## config.mk

```make
export PLATFORM = sky130hd
export DESIGN_NAME = sdram_cmd_tracker
export DESIGN_NICKNAME = d
export VERILOG_FILES = /design/src/rtl/sdram_trk_pkg.sv /design/src/rtl/sdram_pin_decode.sv /design/src/rtl/sdram_pwr_fsm.sv /design/src/rtl/sdram_burst_ctr.sv /design/src/rtl/sdram_bank_table.sv /design/src/rtl/sdram_cmd_tracker.sv
export SDC_FILE = /design/constraint.sdc
export NUM_CORES = 1
export LEC_CHECK = 0
export BUFFER_PORTS_ARGS = -buffer_cell sky130_fd_sc_hd__buf_4
export CAP_MARGIN = 0
export CORE_MARGIN = 8
export CORE_UTILIZATION = 24
export CTS_CLUSTER_SIZE = 14
export DETAILED_ROUTE_END_ITERATION = 8
export SKIP_LAST_GASP = 1
export SLEW_MARGIN = 20
export SYNTH_ARGS = -nofsm -noshare
export SYNTH_HDL_FRONTEND = slang
export SYNTH_SLANG_ARGS = --single-unit
```

## constraint.sdc

```tcl
create_clock -name clk -period 3.5 [get_ports clk]
set_input_delay 1.05 -clock clk [delete_from_list [all_inputs] [get_ports clk]]
set_output_delay 1.05 -clock clk [all_outputs]
set_load 0.05 [all_outputs]
```

## src/rtl/sdram_trk_pkg.sv

```systemverilog
package sdram_trk_pkg;

    typedef enum logic [3:0] {
        CMD_DESEL  = 4'd0,
        CMD_NOP    = 4'd1,
        CMD_ACT    = 4'd2,
        CMD_PRE    = 4'd3,
        CMD_PREALL = 4'd4,
        CMD_RD     = 4'd5,
        CMD_RDA    = 4'd6,
        CMD_WR     = 4'd7,
        CMD_WRA    = 4'd8,
        CMD_MRS    = 4'd9,
        CMD_BST    = 4'd10,
        CMD_AREF   = 4'd11,
        CMD_SREF   = 4'd12,
        CMD_HOLD   = 4'd13
    } cmd_e;

    typedef enum logic [1:0] {
        PM_RUN     = 2'd0,
        PM_SUSPEND = 2'd1,
        PM_PDOWN   = 2'd2,
        PM_SELFREF = 2'd3
    } pmode_e;

endpackage

```

## src/rtl/sdram_pin_decode.sv

```systemverilog
module sdram_pin_decode
    import sdram_trk_pkg::*;
(
    input  logic cs_n,
    input  logic ras_n,
    input  logic cas_n,
    input  logic we_n,
    input  logic opt_bit,
    input  logic cke_prev,
    input  logic cke,
    output cmd_e cmd
);

    always_comb begin
        if (cs_n) begin
            cmd = CMD_DESEL;
        end else begin
            unique case ({ras_n, cas_n, we_n})
                3'b111:  cmd = CMD_NOP;
                3'b110:  cmd = CMD_BST;
                3'b101:  cmd = opt_bit ? CMD_RDA : CMD_RD;
                3'b100:  cmd = opt_bit ? CMD_WRA : CMD_WR;
                3'b011:  cmd = CMD_ACT;
                3'b010:  cmd = opt_bit ? CMD_PREALL : CMD_PRE;
                3'b001:  cmd = (cke_prev && !cke) ? CMD_SREF : CMD_AREF;
                default: cmd = CMD_MRS;
            endcase
        end
    end

endmodule

```

## src/rtl/sdram_pwr_fsm.sv

```systemverilog
module sdram_pwr_fsm
    import sdram_trk_pkg::*;
(
    input  logic   clk,
    input  logic   rst_n,
    input  logic   cke,
    input  logic   sref_req,
    input  logic   sref_ok,
    input  logic   burst_busy,
    output pmode_e mode,
    output logic   power_down,
    output logic   self_refresh,
    output logic   clock_suspend
);

    pmode_e state_q, state_d;

    always_comb begin
        state_d = state_q;
        unique case (state_q)
            PM_RUN: begin
                if (!cke) begin
                    if (sref_req && sref_ok) state_d = PM_SELFREF;
                    else if (burst_busy)     state_d = PM_SUSPEND;
                    else                     state_d = PM_PDOWN;
                end
            end
            PM_SUSPEND, PM_PDOWN, PM_SELFREF: begin
                if (cke) state_d = PM_RUN;
            end
            default: state_d = PM_RUN;
        endcase
    end

    always_ff @(posedge clk or negedge rst_n) begin
        if (!rst_n) state_q <= PM_RUN;
        else        state_q <= state_d;
    end

    always_comb begin
        mode          = state_q;
        power_down    = (state_q == PM_PDOWN);
        self_refresh  = (state_q == PM_SELFREF);
        clock_suspend = (state_q == PM_SUSPEND);
    end


    sref_from_run_chk: assert property (@(posedge clk) disable iff (!rst_n)
        (state_q == PM_RUN && !cke && sref_req && sref_ok) |=> (state_q == PM_SELFREF));


    lowpwr_hold_chk: assert property (@(posedge clk) disable iff (!rst_n)
        (state_q != PM_RUN && !cke) |=> $stable(state_q));

endmodule

```

## src/rtl/sdram_burst_ctr.sv

```systemverilog
module sdram_burst_ctr #(
    parameter int BANK_W       = 2,
    parameter int MODE_W       = 3,
    parameter int MAX_FIXED_BL = 8
) (
    input  logic              clk,
    input  logic              rst_n,
    input  logic              run,
    input  logic              start,
    input  logic              start_ap,
    input  logic [BANK_W-1:0] start_bank,
    input  logic              stop,
    input  logic              pre_hit,
    input  logic              mrs_load,
    input  logic [MODE_W-1:0] mrs_code,
    output logic              busy,
    output logic              ap_pending,
    output logic              ap_close,
    output logic [BANK_W-1:0] burst_bank
);

    localparam int CNT_W = $clog2(MAX_FIXED_BL + 1);
    localparam logic [MODE_W-1:0] FULL_CODE = '1;

    logic [CNT_W-1:0]  cnt_q;
    logic              full_q;
    logic              ap_q;
    logic [BANK_W-1:0] bank_q;
    logic [MODE_W-1:0] code_q;
    logic [CNT_W-1:0]  load_len;

    always_comb begin
        unique case (code_q)
            MODE_W'(0): load_len = CNT_W'(1);
            MODE_W'(1): load_len = CNT_W'(2);
            MODE_W'(2): load_len = CNT_W'(4);
            MODE_W'(3): load_len = CNT_W'(MAX_FIXED_BL);
            default:    load_len = CNT_W'(1);
        endcase
    end

    assign busy       = full_q || (cnt_q != '0);
    assign ap_pending = ap_q;
    assign burst_bank = bank_q;
    assign ap_close   = ap_q && ((run && !full_q && cnt_q == CNT_W'(1)) || stop);

    always_ff @(posedge clk or negedge rst_n) begin
        if (!rst_n) begin
            code_q <= '0;
        end else if (mrs_load) begin
            code_q <= mrs_code;
        end
    end

    always_ff @(posedge clk or negedge rst_n) begin
        if (!rst_n) begin
            cnt_q  <= '0;
            full_q <= 1'b0;
            ap_q   <= 1'b0;
            bank_q <= '0;
        end else if (start) begin
            full_q <= (code_q == FULL_CODE);
            cnt_q  <= (code_q == FULL_CODE) ? '0 : load_len;
            ap_q   <= start_ap;
            bank_q <= start_bank;
        end else if (stop || pre_hit) begin
            full_q <= 1'b0;
            cnt_q  <= '0;
            ap_q   <= 1'b0;
        end else if (run && !full_q && cnt_q != '0) begin
            cnt_q <= cnt_q - CNT_W'(1);
            if (cnt_q == CNT_W'(1)) ap_q <= 1'b0;
        end
    end


    start_blocked_chk: assert property (@(posedge clk) disable iff (!rst_n)
        start |-> !ap_q);


    ap_close_clear_chk: assert property (@(posedge clk) disable iff (!rst_n)
        ap_close |=> !ap_pending);


    frozen_cnt_chk: assert property (@(posedge clk) disable iff (!rst_n)
        (!run && !start && !stop && !pre_hit) |=> ($stable(cnt_q) && $stable(full_q)));

endmodule

```

## src/rtl/sdram_bank_table.sv

```systemverilog
module sdram_bank_table #(
    parameter int NUM_BANKS = 4,
    parameter int ROW_W     = 13,
    parameter int BANK_W    = 2
) (
    input  logic                       clk,
    input  logic                       rst_n,
    input  logic                       act_en,
    input  logic                       pre_en,
    input  logic                       preall_en,
    input  logic                       ap_close,
    input  logic [BANK_W-1:0]          ap_bank,
    input  logic [BANK_W-1:0]          sel_bank,
    input  logic [ROW_W-1:0]           row_in,
    output logic [NUM_BANKS-1:0]       bank_open,
    output logic [NUM_BANKS*ROW_W-1:0] rows_flat
);

    for (genvar b = 0; b < NUM_BANKS; b++) begin : g_bank
        logic             open_q;
        logic [ROW_W-1:0] row_q;
        logic             hit_sel;
        logic             hit_ap;

        assign hit_sel = (sel_bank == BANK_W'(b));
        assign hit_ap  = ap_close && (ap_bank == BANK_W'(b));

        always_ff @(posedge clk or negedge rst_n) begin
            if (!rst_n) begin
                open_q <= 1'b0;
            end else if (preall_en || (pre_en && hit_sel) || hit_ap) begin
                open_q <= 1'b0;
            end else if (act_en && hit_sel) begin
                open_q <= 1'b1;
            end
        end

        always_ff @(posedge clk or negedge rst_n) begin
            if (!rst_n)                row_q <= '0;
            else if (act_en && hit_sel) row_q <= row_in;
        end

        assign bank_open[b]              = open_q;
        assign rows_flat[b*ROW_W +: ROW_W] = row_q;
    end


    act_open_chk: assert property (@(posedge clk) disable iff (!rst_n)
        act_en |=> bank_open[$past(sel_bank)]);


    preall_clear_chk: assert property (@(posedge clk) disable iff (!rst_n)
        preall_en |=> (bank_open == '0));

endmodule

```

## src/rtl/sdram_cmd_tracker.sv

```systemverilog
module sdram_cmd_tracker
    import sdram_trk_pkg::*;
#(
    parameter int NUM_BANKS    = 4,
    parameter int ROW_W        = 13,
    parameter int MAX_FIXED_BL = 8,
    parameter int MODE_W       = 3,
    parameter int OPT_BIT      = 10
) (
    input  logic                       clk,
    input  logic                       rst_n,
    input  logic                       cs_n,
    input  logic                       ras_n,
    input  logic                       cas_n,
    input  logic                       we_n,
    input  logic                       cke,
    input  logic [1:0]                 bank_sel,
    input  logic [ROW_W-1:0]           addr,
    output logic [3:0]                 cmd_code,
    output logic                       illegal_cmd,
    output logic [NUM_BANKS-1:0]       bank_open,
    output logic [NUM_BANKS*ROW_W-1:0] open_rows,
    output logic                       burst_busy,
    output logic                       power_down,
    output logic                       self_refresh,
    output logic                       clock_suspend
);

    localparam int BANK_W = $clog2(NUM_BANKS);

    cmd_e              raw_cmd;
    cmd_e              cmd_q;
    cmd_e              cmd_d;
    pmode_e            mode;
    logic              cke_prev_q;
    logic              live, entry, any_open, sel_open, is_rw;
    logic              bad, sref_bad, ok;
    logic              ap_pending, ap_close;
    logic [BANK_W-1:0] burst_bank;
    logic              illegal_q;

    sdram_pin_decode i_dec (
        .cs_n     (cs_n),
        .ras_n    (ras_n),
        .cas_n    (cas_n),
        .we_n     (we_n),
        .opt_bit  (addr[OPT_BIT]),
        .cke_prev (cke_prev_q),
        .cke      (cke),
        .cmd      (raw_cmd)
    );

    always_comb begin
        live     = (mode == PM_RUN) && cke;
        entry    = (mode == PM_RUN) && !cke;
        any_open = |bank_open;
        sel_open = bank_open[bank_sel];
        is_rw    = (raw_cmd == CMD_RD) || (raw_cmd == CMD_RDA) ||
                   (raw_cmd == CMD_WR) || (raw_cmd == CMD_WRA);
        bad      = live && ((is_rw && (!sel_open || ap_pending)) ||
                            (raw_cmd == CMD_ACT && sel_open) ||
                            ((raw_cmd == CMD_AREF || raw_cmd == CMD_MRS) && any_open));
        sref_bad = entry && (raw_cmd == CMD_SREF) && any_open;
        ok       = live && !bad;
        if (live)                               cmd_d = raw_cmd;
        else if (entry && raw_cmd == CMD_SREF)  cmd_d = CMD_SREF;
        else                                    cmd_d = CMD_HOLD;
    end

    sdram_pwr_fsm i_pwr (
        .clk           (clk),
        .rst_n         (rst_n),
        .cke           (cke),
        .sref_req      (raw_cmd == CMD_SREF),
        .sref_ok       (!any_open),
        .burst_busy    (burst_busy),
        .mode          (mode),
        .power_down    (power_down),
        .self_refresh  (self_refresh),
        .clock_suspend (clock_suspend)
    );

    sdram_burst_ctr #(
        .BANK_W       (BANK_W),
        .MODE_W       (MODE_W),
        .MAX_FIXED_BL (MAX_FIXED_BL)
    ) i_burst (
        .clk        (clk),
        .rst_n      (rst_n),
        .run        (mode == PM_RUN),
        .start      (ok && is_rw),
        .start_ap   (raw_cmd == CMD_RDA || raw_cmd == CMD_WRA),
        .start_bank (bank_sel),
        .stop       (ok && raw_cmd == CMD_BST),
        .pre_hit    (ok && (raw_cmd == CMD_PREALL ||
                            (raw_cmd == CMD_PRE && bank_sel == burst_bank))),
        .mrs_load   (ok && raw_cmd == CMD_MRS),
        .mrs_code   (addr[MODE_W-1:0]),
        .busy       (burst_busy),
        .ap_pending (ap_pending),
        .ap_close   (ap_close),
        .burst_bank (burst_bank)
    );

    sdram_bank_table #(
        .NUM_BANKS (NUM_BANKS),
        .ROW_W     (ROW_W),
        .BANK_W    (BANK_W)
    ) i_banks (
        .clk       (clk),
        .rst_n     (rst_n),
        .act_en    (ok && raw_cmd == CMD_ACT),
        .pre_en    (ok && raw_cmd == CMD_PRE),
        .preall_en (ok && raw_cmd == CMD_PREALL),
        .ap_close  (ap_close),
        .ap_bank   (burst_bank),
        .sel_bank  (bank_sel),
        .row_in    (addr),
        .bank_open (bank_open),
        .rows_flat (open_rows)
    );

    always_ff @(posedge clk or negedge rst_n) begin
        if (!rst_n) begin
            cke_prev_q <= 1'b1;
            cmd_q      <= CMD_DESEL;
            illegal_q  <= 1'b0;
        end else begin
            cke_prev_q <= cke;
            cmd_q      <= cmd_d;
            illegal_q  <= bad || sref_bad;
        end
    end

    assign cmd_code    = cmd_q;
    assign illegal_cmd = illegal_q;


    desel_no_change_chk: assert property (@(posedge clk) disable iff (!rst_n)
        (live && cs_n && !ap_close) |=> ($stable(bank_open) && $stable(open_rows)));


    illegal_rows_chk: assert property (@(posedge clk) disable iff (!rst_n)
        bad |=> $stable(open_rows));


    mrs_open_chk: assert property (@(posedge clk) disable iff (!rst_n)
        (live && raw_cmd == CMD_MRS && any_open) |=> illegal_cmd);


    hold_code_chk: assert property (@(posedge clk) disable iff (!rst_n)
        (mode != PM_RUN) |=> (cmd_code == CMD_HOLD));

endmodule

```

==> results of run 1 <==
==> sequential cells by signal, summed over array words and instances, names as in the netlist <==
register and count:
cke_prev_q 1, cmd_code 4, i_banks.g_bank.open_q 4, i_banks.g_bank.row_q 52, i_burst.ap_pending 1, i_burst.burst_bank 2, i_burst.cnt_q 4, i_burst.code_q 3
i_burst.full_q 1, i_pwr.mode 2, illegal_cmd 1
==> kinds of logic (layout without fill, tap and decap cells) <==
| logic type | Yosys count | in the layout | synth area share, % |
|---|---|---|---|
| flip-flops | 75 | 75 | 54.0 |
| AO/OA/AOI/OAI | 51 | 51 | 9.82 |
| buffers and inverters | 31 | 117 | 5.87 |
| adder cells (fa/ha/maj) | 2 | 2 | 0.720 |
| AND/OR/NAND/NOR | 71 | 71 | 11.2 |
| multiplexers | 54 | 54 | 17.9 |
| XOR/XNOR | 2 | 2 | 0.504 |
==> layout make-up <==
type                            instances  area, um^2
Multi-Input combinational cell        180        1400
Tap cell                              184         230
Fill cell                            1460        9870
Timing Repair Buffer                   92         691
Sequential cell                        75        1880
Clock buffer                           10         229
Inverter                               10        37.5
Clock inverter                          5        31.3
==> per-stage QoR <==
stage | total power [uW] | cells | area [um^2] | setup slack (ns)
after floorplan | 1790 | 286 | 3480 | 0.656
after global placement | 2040 | 541 | 4240 | 0.433
after detailed placement | 2060 | 541 | 4240 | 0.394
after CTS | 2910 | 556 | 4500 | 0.753
after global routing | 3010 | 556 | 4500 | 0.610
final | 2860 | 556 | 4500 | 0.684
==> critical path, cell delays in order <==
cell and delay, ns:
buf_4 0.14, or4b_4 0.56, or4b_1 0.72, nor4b_1 0.44, o22a_1 0.18
==> routing by layer <==
metal / up-vias / track usage [%]
li1: 1183 / -
met1: 1229 / 12.2
met2: 69 / 15.8
met3: 25 / 3.84
met4: 4 / 7.20
met5: - / 0
==> cell usage in the layout (no fill, tap or decap), types with 3 or more instances in the layout <==
cell	Yosys	routed
a31oi_1	4	4
dfrtp_1	74	74
nor3_1	9	8
nand3_1	3	3
nand2_1	14	14
nor2_1	15	15
buf_4	5	92
clkinv_2	0	3
mux2_2	53	53
inv_1	9	9
or3_1	3	3
a21boi_0	3	3
nor2b_1	4	4
clkbuf_16	0	9
o21ai_0	17	17
a21oi_1	7	7
o211ai_1	3	3
==> power groups by stage <==
stage | sequential [uW] | combinational, uW | clock [uW]
detailed placement | 1140 | 920 | 0
CTS | 1130 | 923 | 864
floorplan | 1340 | 449 | 0
global route | 1150 | 974 | 890
finish | 1130 | 911 | 826
global placement | 1130 | 907 | 0
==> how the worst min path moves through the flow <==
stage,startpoint,endpoint,slack (ns),cells past startpoint
floorplan,i_burst.burst_bank[0]$_DFFE_PN0P_,i_banks.g_bank[1].open_q$_DFFE_PN0P_,0.50,1
global placement,i_banks.g_bank[2].row_q[10]$_DFFE_PN0P_,i_banks.g_bank[2].row_q[10]$_DFFE_PN0P_,0.47,2
detailed placement,i_banks.g_bank[2].row_q[10]$_DFFE_PN0P_,i_banks.g_bank[2].row_q[10]$_DFFE_PN0P_,0.49,2
CTS,i_banks.g_bank[2].row_q[10]$_DFFE_PN0P_,i_banks.g_bank[2].row_q[10]$_DFFE_PN0P_,0.50,2
global route,i_banks.g_bank[1].row_q[10]$_DFFE_PN0P_,i_banks.g_bank[1].row_q[10]$_DFFE_PN0P_,0.52,2
finish,i_banks.g_bank[0].row_q[10]$_DFFE_PN0P_,i_banks.g_bank[0].row_q[10]$_DFFE_PN0P_,0.49,2
==> metrics.cfg, run 1 <==
[yosys]
yosysUniqueCellTypes = 55
synthCells = 286
synth.most_common_cell = dfrtp_1
synth_area_um2 = 3480
synth_warnings = 0
synth_commonest_cells = 74 x dfrtp_1, 53 x mux2_2, 17 x o21ai_0
synth_fp_nets = 310
synth.avg_cell_area_um2 = 12.2
ys_ff_latch = 75
synthArstFlopShare_pct = 100
synth-seq-area-share_pct = 54.0
synth_ff_type = dfrtp_1
synth_largest_area_cell = dfrtp_1
synth_area_leaders = dfrtp_1 53%, mux2_2 17%, o21ai_0 2.4%, buf_6 1.9%, nor2_1 1.6%
synth_edf_count = 0
yosysTopAreaCellShare_pct = 53.3

[critical_path]
startpoint_type = input port
worst-path-max-fanout = 10
rr_worst_depth = 4
cp-end-kind = flip-flop
crit_end = i_burst.cnt_q[1]$_DFFE_PN0P_
cp.required_ns = 3.78
critPathLaunch = cs_n
critPathKind = input port to flip-flop
worstReg2RegEnd = i_burst.cnt_q[1]$_DFFE_PN0P_
r2r_start = i_pwr.mode[0]$_DFFE_PN0P_
cp.arrival_ns = 3.10
r2r_slack_ns = 1.05

[clocking]
cts_resized = 0
clk_latency_ns = 0.34
cts-buffers-inserted = 9
clockRootBuffer = clkbuf_16
clockBufferDepth = 2
cts_hold_buf = 0
path_clk_slew_ns = 0.06
cts_setup_buffers = 0
cts_htree_levels = 3
cts_tree = built
clkSinkCount = 75

[power_and_ir_drop]
vdd_drop_max_v = 0.000320
sequentialPowerShare_pct = 39.4
p_int_uw = 1810
power_frac_clock_pct = 28.8
p_comb_share_pct = 31.8
p_sw_share_pct = 36.9
p_switching_uw = 1060
p_per_area_nw_per_um2 = 637
p_leak_uw = 0.00218

[finish]
drive_gt1_share_pct = 46.2
post-route-util_pct = 31.3
fin_nets = 392
areaGrowthSynthToFinish_pct = 29.3
n_antenna_cell = 0

[hold_path]
hold_class = flip-flop to flip-flop

[floorplan]
fp.dieH_um = 136
initial_core_util_pct = 24.2
fp.dieArea_um2 = 18600
core_um2 = 14400
row_count = 44
io-pin-count = 87
fp.dieW_um = 136

[placed_design]
dp_hpwl_um = 6820
port_buffers = 86
place.gp.congestion = 0.762

[grt]
grt_overflow = 0
grt_max_degree = 76
grt_pass1_vias = 2732
antenna_found_initial = 2
grt_pass1_wl_um = 14700
grt_use_total_pct = 10.5

[sta]
finalSetupViolations = 0
setup_tns_ns = 0
tightest_slew_ns = 0.970
rsz0062_at_grt = false
hold_viol = 0
min_period_over_period_pct = 80.4
slew_headroom_pct = 35.3
fin_skew_ns = 0.00945
slew_viol_final = 0
whs_ns = 0.492
timing.fmax_mhz = 355
min_period_ns = 2.82

[detailed_routing]
top_layer = met5
drc = 0
dr_total_vias = 2510
wl_um = 9240
met1_length_um = 3970
drt.antenna.violating_nets = 0
routedWlPerCell_um = 16.6
dr.first_iter.drc_count = 132
wl_met2_um = 4250
met3_length_um = 624
viasPerCell = 4.51
dr.pass1.iters = 4

[job]
cap_violations = 0

[status]
outcome = completed

Power figures use the tool's default switching activity.
==> inputs of run 2 (changes only) <==
==> constraint.sdc (replaced) <==
create_clock -name clk -period 2.3 [get_ports clk]
set_input_delay 0.69 -clock clk [delete_from_list [all_inputs] [get_ports clk]]
set_output_delay 0.69 -clock clk [all_outputs]
set_load 0.05 [all_outputs]
==> metrics.cfg, run 2 (synthesized netlist as in run 1, its figures left out) <==
[status]
outcome = completed

[floorplan]
fp.dieH_um = 136
io-pin-count = 87
row_count = 44
core_um2 = 14400
initial_core_util_pct = 24.2
fp.dieW_um = 136
fp.dieArea_um2 = 18600

[critical_path]
rr_worst_depth = 5
path_buf_inv = 2
critPathSlowestCell = or4_1
cp.depth = 6
crit_top_cell = buf_4
cp.required_ns = 2.52
cp.arrival_ns = 2.32
crit_family = simple AND/OR/NAND/NOR gates
cp-end-kind = flip-flop
startpoint_type = input port
critPathKind = input port to flip-flop
critical_path.max_stage_delay_ns = 0.50
cp_cell_sequence = buf_4 > nor3b_1 > nand4_1 > or4_1 > buf_4 > mux2_2
worst-path-max-fanout = 9

[sta]
setup_tns_ns = 0
min_period_over_period_pct = 91.4
finalSetupViolations = 0
slew_viol_final = 0
hold_viol = 0
fin_ws_ns = 0.197
min_period_ns = 2.10
fin_skew_ns = 0.00489
rsz0062_at_grt = false
tightest_slew_ns = 0.356
timing.fmax_mhz = 476
slew_headroom_pct = 75.7

[grt]
grt_max_degree = 39
grt_use_total_pct = 10.6
grt_pass1_wl_um = 15100
grt_pass1_vias = 2835
antenna_found_initial = 0
grt_overflow = 0

[detailed_routing]
drt.antenna.violating_nets = 0
wl_um = 9470
dr.pass1.iters = 4
routedWlPerCell_um = 16.1
drc = 0
dr_total_vias = 2690
dr.first_iter.drc_count = 103
viasPerCell = 4.57

[power_and_ir_drop]
vdd_drop_max_v = 0.000297
p_leak_uw = 0.00237
report.power.total_uw = 4600
p_per_area_nw_per_um2 = 960

[job]
cap_violations = 0

[finish]
final_common_cell = buf_4
mostFrequentLayoutCells = 125 x buf_4, 74 x dfrtp_1, 53 x mux2_2, 17 x o21ai_0, 15 x nor2_1
regMostFlops = i_banks.g_bank.row_q
drive_gt1_share_pct = 51.4
largest_reg_flops = 52
areaGrowthSynthToFinish_pct = 37.8
fin_nets = 426
n_antenna_cell = 0
final_cells = 589

[clocking]
cts-buffers-inserted = 9
clockRootBuffer = clkbuf_16
cts_htree_levels = 3
clk_latency_ns = 0.34
path_clk_slew_ns = 0.06
cts_tree = built
clockBufferDepth = 2
clkSinkCount = 75

[hold_path]
hold_class = input port to asynchronous set/reset pin

[placed_design]
place.gp.congestion = 0.858
dp_cells = 575
port_buffers = 86
dp_slack_ns = -0.139
dp_hpwl_um = 7200

run 2: cell count changes in the layout (fill, tap and decap cells not counted), sizes merged:
cell      previous run  this run
bufinv               0         1
clkbuf              10        11
clkinvlp             1         0
clkinv               5         3
buf                 92       126
run 2: repair_timing:
item / 4_1_cts / 5_1_grt
gates resized for setup: 0 / 1
hold buffers: 0 / 0
buffers inserted: 0 / 0
endpoints found under the setup margin: 0 / 3
run 2: layout make-up:
class / count / area, um^2
timing repair buffer: 126 / 958
inverter: 10 / 37.5
fill: 1411 / 9580
tap: 184 / 230
clock inverter: 3 / 40.0
sequential: 75 / 1880
multi-input combinational: 180 / 1410
clock buffer: 11 / 243
run 2: report_power, final:
| group | switching (uW) | internal [uW] | total, uW |
|---|---|---|---|
| clock | 525 | 853 | 1380 |
| sequential | 168 | 1520 | 1690 |
| combinational | 928 | 601 | 1530 |
run 2: path summary, 6_finish.rpt:
| path | start | end | slack (ns) |
|---|---|---|---|
| max | cke | i_banks.g_bank[0].row_q[5]$_DFFE_PN0P_ | 0.20 |
| min | rst_n | cmd_code[0]$_DFF_PN0_ | 0.25 |
| max reg2reg | i_pwr.mode[1]$_DFFE_PN0P_ | i_burst.cnt_q[3]$_DFFE_PN0P_ | 0.21 |
| min reg2reg | i_banks.g_bank[0].row_q[10]$_DFFE_PN0P_ | i_banks.g_bank[0].row_q[10]$_DFFE_PN0P_ | 0.48 |
| max in group asynchronous | rst_n | cke_prev_q$_DFF_PN1_ | 1.50 |
| min in group clk | i_banks.g_bank[0].row_q[10]$_DFFE_PN0P_ | i_banks.g_bank[0].row_q[10]$_DFFE_PN0P_ | 0.48 |
run 2: layer usage:
metal  vias up  global-route usage, %  share of wire [%]
met1      1344                   12.7                 44
met5         -                      0                  0
met3        11                   3.95                7.5
met4         0                   4.39                1.7
met2        82                   16.8                 47
li1       1253                      -                  -
run 2: through the flow:
step | hold slack [ns] | cell area [um^2] | util, %
after global placement | 0.468 | 4500 | 31.3
final | 0.246 | 4790 | 33.4
after CTS | 0.251 | 4790 | 33.3
after global routing | 0.259 | 4790 | 33.4
after detailed placement | 0.475 | 4500 | 31.3
after floorplan | 0.394 | 3490 | -
==> inputs of run 3 (changes only) <==
==> constraint.sdc (replaced) <==
create_clock -name clk -period 2.51 [get_ports clk]
set_input_delay 0.753 -clock clk [delete_from_list [all_inputs] [get_ports clk]]
set_output_delay 0.753 -clock clk [all_outputs]
set_load 0.05 [all_outputs]
==> metrics.cfg, run 3 (synthesized netlist as in run 1, its figures left out) <==
[status]
outcome = completed

[floorplan]
fp.dieArea_um2 = 18600
row_count = 44
initial_core_util_pct = 24.2
core_um2 = 14400
io-pin-count = 87
fp.dieW_um = 136
fp.dieH_um = 136

[critical_path]
worst-path-max-fanout = 10
critPathLaunch = i_pwr.mode[0]$_DFFE_PN0P_
cp-end-kind = flip-flop
cp.required_ns = 2.73
startpoint_type = flip-flop
r2r_start = i_pwr.mode[0]$_DFFE_PN0P_
cp.arrival_ns = 2.52
critPathKind = flip-flop to flip-flop

[hold_path]
hold_class = input port to asynchronous set/reset pin

[grt]
antenna_found_initial = 0
grtUsageMet1_pct = 13.0
met3_usage_pct = 3.25
busiest_layer = met2
grt_overflow = 0
grt_pass1_vias = 2775
grt_max_degree = 48
grtUsageMet2_pct = 17.6
grt_use_total_pct = 10.9
grt_pass1_wl_um = 15500

[detailed_routing]
dr_total_vias = 2658
dr.pass1.iters = 4
viasPerCell = 4.61
drt.antenna.violating_nets = 0
drc = 0
routedWlPerCell_um = 16.8
dr.first_iter.drc_count = 142
wl_um = 9670

[job]
cap_violations = 0

[clocking]
cts_resized = 0
cts_setup_buffers = 0
clockRootBuffer = clkbuf_16
cts_htree_levels = 3
cts_hold_buf = 0
clkSinkCount = 75
cts_tree = built
clockBufferDepth = 2
cts-buffers-inserted = 9
path_clk_slew_ns = 0.06
clk_latency_ns = 0.34

[sta]
timing.fmax_mhz = 435
fin_skew_ns = 0.00350
tightest_slew_ns = 0.587
rsz0062_at_grt = false
slew_viol_final = 0
finalSetupViolations = 0
min_period_ns = 2.30
min_period_over_period_pct = 91.5
hold_viol = 0
slew_headroom_pct = 60.6

[placed_design]
dp_cells = 560
dp_hpwl_um = 7210
placed_cell_area_um2 = 4390
port_buffers = 86
place.gp.congestion = 0.845

[finish]
mostFrequentLayoutCells = 110 x buf_4, 74 x dfrtp_1, 53 x mux2_2, 17 x o21ai_0, 15 x nor2_1
fin_nets = 411
final_cell_area_um2 = 4680
post-route-util_pct = 32.6
regMostFlops = i_banks.g_bank.row_q
areaGrowthSynthToFinish_pct = 34.7
fill_cells = 1419
drive_gt1_share_pct = 49.2
largest_reg_flops = 52
final_cells = 577
final_common_cell = buf_4

[power_and_ir_drop]
vdd_drop_max_v = 0.000371
p_per_area_nw_per_um2 = 887
p_leak_uw = 0.00229

run 3: area by class of cell:
type,instances,area (um^2),share of cell area [%]
tap,184,230,4.92
multi-input combinational,180,1400,29.9
clock inverter,5,36.3,0.775
timing repair buffer,111,846,18.1
clock buffer,11,253,5.40
sequential,75,1880,40.1
inverter,10,37.5,0.801
antenna,1,2.50,0.0534
run 3: metrics by stage:
| stage | setup TNS (ns) | setup WS [ns] | hold WS (ns) | total power, uW |
|---|---|---|---|---|
| global placement | -0.177 | -0.0767 | 0.469 | 2900 |
| detailed placement | -0.562 | -0.0933 | 0.477 | 2930 |
| CTS | 0 | 0.217 | 0.341 | 4210 |
| global route | 0 | 0.0421 | 0.353 | 4370 |
| finish | 0 | 0.212 | 0.332 | 4150 |
| floorplan | 0 | 0.0256 | 0.457 | 2500 |
run 3: routing by layer:
| metal | part of all wire (%) | up-vias |
|---|---|---|
| met3 | 7.3 | 19 |
| met2 | 48 | 85 |
| met5 | 0 | - |
| met1 | 42 | 1327 |
| li1 | - | 1227 |
| met4 | 2.3 | 0 |
run 3: path summary, 6_finish.rpt:
check	end	slack, ns	cells after the start
min	i_banks.g_bank[0].row_q[9]$_DFFE_PN0P_	0.33	1
min in group clk	i_banks.g_bank[0].row_q[10]$_DFFE_PN0P_	0.48	2
max in group asynchronous	cke_prev_q$_DFF_PN1_	1.52	2
max reg2reg	i_burst.cnt_q[3]$_DFFE_PN0P_	0.21	5
min reg2reg	i_banks.g_bank[0].row_q[10]$_DFFE_PN0P_	0.48	2
max	i_burst.cnt_q[3]$_DFFE_PN0P_	0.21	5
run 3: power by group:
group          internal, uW  leakage (uW)  switching [uW]
clock                   725      0.000134             525
combinational           505       0.00115             832
sequential             1390      0.000999             171
run 3: critical path, cell delays in order (launching register included):
cell     delay [ns]
dfrtp_1        0.48
or4b_4         0.57
or4b_1         0.63
o21ai_4        0.18
a31oi_1        0.07
o211a_1        0.25
